### src/rtl/lcdseg_pkg.sv
package lcdseg_pkg;
    typedef enum logic [1:0] {
        LVL_V0 = 2'b00,
        LVL_VM = 2'b01,
        LVL_V1 = 2'b10
    } lvl_e;
endpackage

### src/rtl/lcdseg_edge.sv
module lcdseg_edge (
    input  logic clk,
    input  logic rst_n,
    input  logic line_clk,
    output logic fall_o
);
    typedef struct packed {
        logic lc;
    } st_t;

    st_t st_d, st_q;

    always_comb begin
        st_d    = st_q;
        st_d.lc = line_clk;
    end

    always_ff @(posedge clk or negedge rst_n) begin
        if (!rst_n) st_q <= '0;
        else        st_q <= st_d;
    end

    assign fall_o = st_q.lc & ~line_clk;
endmodule

### src/rtl/lcdseg_latch.sv
module lcdseg_latch #(
    parameter int NUM_CH = 320
) (
    input  logic              clk,
    input  logic              rst_n,
    input  logic              load_i,
    input  logic [NUM_CH-1:0] line_i,
    output logic [NUM_CH-1:0] pix_o
);
    typedef struct packed {
        logic [NUM_CH-1:0] pix;
    } st_t;

    st_t st_d, st_q;

    always_comb begin
        st_d = st_q;
        if (load_i) st_d.pix = line_i;
    end

    always_ff @(posedge clk or negedge rst_n) begin
        if (!rst_n) st_q <= '0;
        else        st_q <= st_d;
    end

    assign pix_o = st_q.pix;

    AST_LOAD_ON_FALL: assert property (@(posedge clk) disable iff (!rst_n)
        load_i |=> (pix_o == $past(line_i)));
    AST_HOLD_NO_FALL: assert property (@(posedge clk) disable iff (!rst_n)
        !load_i |=> $stable(pix_o));
endmodule

### src/rtl/lcdseg_map.sv
module lcdseg_map
    import lcdseg_pkg::*;
#(
    parameter int NUM_CH = 320,
    parameter int WIN_LO = 40,
    parameter int WIN_HI = 279
) (
    input  logic [NUM_CH-1:0]   pix_i,
    input  logic                frame_m,
    input  logic                blank_n,
    input  logic                full_mode,
    output logic [2*NUM_CH-1:0] level_o
);
    for (genvar c = 0; c < NUM_CH; c++) begin : g_ch
        localparam bit IN_WIN = (c >= WIN_LO) && (c <= WIN_HI);
        lvl_e lvl;
        always_comb begin
            if (!blank_n)
                lvl = LVL_VM;
            else if (!full_mode && !IN_WIN)
                lvl = frame_m ? LVL_V1 : LVL_V0;
            else
                lvl = (pix_i[c] ^ frame_m) ? LVL_V1 : LVL_V0;
        end
        assign level_o[2*c +: 2] = lvl;
    end
endmodule

### src/rtl/lcdseg_top.sv
module lcdseg_top #(
    parameter int NUM_CH     = 320,
    parameter int REDUCED_LO = 40,
    parameter int REDUCED_HI = 279
) (
    input  logic                clk,
    input  logic                rst_n,
    input  logic                line_clk,
    input  logic [NUM_CH-1:0]   line_data,
    input  logic                frame_m,
    input  logic                blank_n,
    input  logic                full_mode,
    output logic [2*NUM_CH-1:0] level_o
);
    logic              fall_w;
    logic [NUM_CH-1:0] pix_w;

    lcdseg_edge u_edge (
        .clk      (clk),
        .rst_n    (rst_n),
        .line_clk (line_clk),
        .fall_o   (fall_w)
    );

    lcdseg_latch #(.NUM_CH(NUM_CH)) u_latch (
        .clk    (clk),
        .rst_n  (rst_n),
        .load_i (fall_w),
        .line_i (line_data),
        .pix_o  (pix_w)
    );

    lcdseg_map #(.NUM_CH(NUM_CH), .WIN_LO(REDUCED_LO), .WIN_HI(REDUCED_HI)) u_map (
        .pix_i     (pix_w),
        .frame_m   (frame_m),
        .blank_n   (blank_n),
        .full_mode (full_mode),
        .level_o   (level_o)
    );

    AST_BLANK_MID: assert property (@(posedge clk) disable iff (!rst_n)
        !blank_n |-> (level_o == {NUM_CH{2'b01}}));
    AST_XOR_LEVEL: assert property (@(posedge clk) disable iff (!rst_n)
        (blank_n && full_mode) |-> (level_o[1:0] == ((pix_w[0] ^ frame_m) ? 2'b10 : 2'b00)));

    if (REDUCED_LO > 0) begin : g_unused_chk
        AST_UNUSED_OFF: assert property (@(posedge clk) disable iff (!rst_n)
            (blank_n && !full_mode) |-> (level_o[1:0] == (frame_m ? 2'b10 : 2'b00)));
    end
endmodule

### config.mk
export PLATFORM = sky130hd
export DESIGN_NAME = lcdseg_top
export DESIGN_NICKNAME = d
export VERILOG_FILES = /design/src/rtl/lcdseg_pkg.sv /design/src/rtl/lcdseg_edge.sv /design/src/rtl/lcdseg_latch.sv /design/src/rtl/lcdseg_map.sv /design/src/rtl/lcdseg_top.sv
export SDC_FILE = /design/constraint.sdc
export NUM_CORES = 1
export LEC_CHECK = 0
export ABC_AREA = 1
export BUFFER_PORTS_ARGS = -buffer_cell sky130_fd_sc_hd__buf_2
export CORE_AREA = 10 10 370 372
export DETAILED_ROUTE_END_ITERATION = 12
export DIE_AREA = 0 0 380 382
export PLACE_DENSITY = 0.4
export SLEW_MARGIN = 20
export SYNTH_ARGS = -nofsm -noshare
export SYNTH_HDL_FRONTEND = slang
export SYNTH_HIERARCHICAL = 1
export SYNTH_SLANG_ARGS = --single-unit
### constraint.sdc
create_clock -name clk -period 12.8 [get_ports clk]
set_input_delay 0 -clock clk [delete_from_list [all_inputs] [get_ports clk]]
set_output_delay 0 -clock clk [all_outputs]
set_load 0.01 [all_outputs]
## After elaboration in Yosys (flattened, before gate mapping)

Cells that the tools add are included.

| storage, ports and cells | value |
|---|---|
| flip-flop bits (word level) | 321 |
| input bits | 326 |
| output and inout bits | 640 |

| operators by class | value |
|---|---|
| multiplexer cells | 721 |
| bitwise logic cells | 322 |

Operator list:

| operator | count |
|---|---|
| 2-bit 2-to-1 mux | 721 |
| 1-bit XOR | 320 |
| 1-bit bitwise AND | 1 |
| 1-bit inverter | 1 |

## Depth between registers and ports, before layout

| depth | value |
|---|---|
| word-level depth | 4 |
| gate-level depth with buffers | 8 |

## By module

Netlist, hierarchy kept.

By module, submodules not included:

| module | times used | cells an instance | area an instance (µm²) | sequential area each (µm²) |
|---|---|---|---|---|
| lcdseg_latch | 1 | 1352 | 12172.9 | 8007.7 |
| lcdseg_map | 1 | 1725 | 8237.9 | 0.0 |
| lcdseg_edge | 1 | 3 | 35.0 | 25.0 |

## Worst setup path before layout

No wires, ideal clock.

| path | value |
|---|---|
| kind | input to output |
| start | input blank_n |
| end | output level_o[100] |
| arrival time | 5676 ps |
| data required time | 12800 ps |
| setup slack | 7124 ps |
| cell stages on the path | 5 |
| path buffers | 4 |
| path through | buf_2 buf_4 buf_2 inv_1 buf_4 |

| between the ends | value |
|---|---|
| longest elaborated chain between the ends | 1 |

RTL lines:

| element | RTL line | RTL |
|---|---|---|
| from (decl) | lcdseg_top.sv:11 | `input logic blank_n,` |
| 2-bit 2-to-1 mux | lcdseg_map.sv:18 | `if (!blank_n)` |
| to (decl) | lcdseg_top.sv:13 | `output logic [2*NUM_CH-1:0] level_o` |

No other way between the ends.

## Worst setup path after layout

| path | value |
|---|---|
| start | register u_edge.st_q |
| end | register u_latch.st_q, in the netlist u_latch/pix_o[269] |

| between the ends | value |
|---|---|
| longest elaborated chain between the ends | 1 |

RTL lines:

| element | RTL line | RTL |
|---|---|---|
| from (decl) | lcdseg_edge.sv:11 | `st_t st_d, st_q;` |
| from (signal assigned) | lcdseg_edge.sv:20 | `else st_q <= st_d;` |
| 1-bit bitwise AND | lcdseg_edge.sv:23 | `assign fall_o = st_q.lc & ~line_clk;` |
| named net fall_w | lcdseg_top.sv:15 | `logic fall_w;` |
| to (signal assigned) | lcdseg_latch.sv:23 | `else st_q <= st_d;` |
| to (decl) | lcdseg_latch.sv:14 | `st_t st_d, st_q;` |

The timed path passes the listed nets, and every way through them passes these cells.
A chain may end at the register's enable or synchronous reset.

==> run metrics <==
Max Freq=280 MHz; nets=4243; met2 WL=43200 um; Tmin final=3570 ps; Area Overhead vs Synth=40.1%; dpl hpwl=66300 um; Final Skew=33.6 ps; CTS Buf Count=43; Core Util, Final=about 22%; Mean Syn Cell Area=6.64 um^2; Setup TNS Final=0 ps; pin count of the biggest net entering global routing=between 200 and 250; Post-Syn Nets=3406; DR WL met3=about 7500 um; CP required=between 10000 and 15000 ps; yosys warns=6; I/O pin cnt=966; Top Metal Used=met5; commonest non-fill, non-tap cells in the layout=1520 x nand2_1, 961 x buf_2, 560 x nor2_1; PwrDens=roughly 120 nW/um^2; CP endpoint kind=register; Crit Path Class=reg -> reg; final hold violation count=0; Gate Count Post-Synth=3080; critical-path maximum fanout=152; Die X=about 380 um; commonest non-fill, non-tap cell in the layout=nand2_1; routed length per instance=15.9 um; Startpoint Class=register; cts repair resizes=0; clk slew on worst S/H paths=60 ps; Max Cap Viol=0; first-pass GRT wire length=133000 um; DR vias/cell=between 3 and 4; CTS tree=built; clock latency on the worst-skew pair=580 ps; num rows=between 100 and 150; fin. max-slew vios=0; CTS sink cnt=321; Arr. time, crit path=4080 ps; HP Class=in -> reg; Port Buffer Count=around 970; CTS Root Cell=clkbuf_16; vias=21.1k; Metal-1 WL=between 30000 and 40000 um; FF+latch count, synth=321; Die Ht=382 um; outcome=complete, no violations; number of global-route vias before repair=20.2k; initial core utilization=between 10% and 20%; static leakage=roughly 16 nW; placed cells=between 5k and 6k; drc violations=0; aggregate global routing overflow=0; initial antenna violation count=10; WHS=126 ps; Post-Layout Cell Count=around 5.7k; Die ar.=145000 um^2; VDD IR max=81.6 uV; Mapped Area=20400 um^2; WL final=roughly 91000 um; core area=129000 um^2; final worst-path cycle share=~28%; unrepaired setup endpoints after global routing=false; fraction of layout cells with a size suffix above 1=26.7%; Slew HR=27.6%; GRT Util Overall=11.7%; First DRT Iteration DRCs=1229; Antenna Nets Post-Route=0; Overall Power=between 3 and 4 mW; register area share after synthesis=39.3%; H-Tree Depth=2; RePlAce Congestion=0.817; final setup vio count=0; clock tree buffer depth=3; worst-margin pin slew=approximately 1100 ps; Netlist cell types=12; drt pass-1 iters=7
==> sequential cells by signal (all words and copies together), names as in the netlist <==
register and flops:
u_edge/st_q 1, u_latch/pix_o 320
==> cells by family after synthesis <==
logic type,count (synthesis),synth area share [%]
AND/OR/NAND/NOR,2161,40.2
buffers and inverters,518,18.6
flip-flops,321,39.3
AO/OA/AOI/OAI,80,1.96
==> power breakdown <==
part / switching [mW] / internal, mW / total, mW
Combinational: 0.470 / 0.327 / 0.798
Sequential: 0.122 / 1.14 / 1.26
Clock: 0.507 / 0.738 / 1.24
Total: 1.10 / 2.21 / 3.31
==> through the flow <==
| stage | setup WS, ps | area, um^2 |
|---|---|---|
| 2_1_floorplan | 7120 | 20400 |
| 3_3_place_gp | 9260 | 23900 |
| 3_5_place_dp | 9220 | 23900 |
| 4_1_cts | 9190 | 28600 |
| 5_1_grt | 8990 | 28600 |
| 6_report | 9230 | 28600 |
==> path summary, 6_finish.rpt <==
check                                   startpoint                 end  slack [ps]  cells past startpoint
max in group asynchronous                    rst_n  u_latch/pix_o[192]       10920                      4
worst max-delay path                   u_edge/st_q  u_latch/pix_o[269]        9230                      8
min in group asynchronous                    rst_n   u_latch/pix_o[31]         500                      3
worst min-delay path                      line_clk         u_edge/st_q         130                      2
worst min register to register  u_latch/pix_o[206]  u_latch/pix_o[206]         490                      2
worst max register to register         u_edge/st_q  u_latch/pix_o[269]        9230                      8
==> cell usage after synthesis <==
cell | number | area [um^2]
nand2_1 | 1520 | 5710
nor2_1 | 560 | 2100
buf_4 | 350 | 2630
dfrtp_1 | 321 | 8030
buf_2 | 106 | 531
a21oi_1 | 80 | 400
nand3_1 | 80 | 400
buf_6 | 54 | 608
clkbuf_1 | 5 | 18.8
inv_1 | 2 | 7.51
inv_4 | 1 | 6.26
nor2_2 | 1 | 6.26
==> layout make-up <==
type                       count  area [um^2]
inverter                       3         28.8
clock inverter                16          195
tap                         1742         2180
timing repair buffer        1307         8320
sequential                   321         8030
fill                       14700       101000
multi-input combinational   2241         8620
antenna                        9         22.5
clock buffer                  60         1240
==> worst max-delay path, stage by stage, from the launching register on <==
cell and delay [ps]:
dfrtp_1 320, inv_1 60, nor2_4 200, buf_12 470, buf_4 730, buf_4 680, buf_4 550, nand2_1 130
nand2_1 90
==> what timing repair did <==
| action | CTS | global route |
|---|---|---|
| setup buffers | 0 | 0 |
| endpoints found under the hold margin | 395 | 0 |
| hold buffers | 324 | 0 |
| endpoints found under the setup margin | 0 | 0 |
==> routing by layer <==
metal	global-route usage, %	up-vias
li1	-	10700
met4	3.89	4
met1	14.1	9525
met3	3.82	126
met5	0	-
met2	19.6	772
No activity file was read; power rests on OpenSTA's default activity.
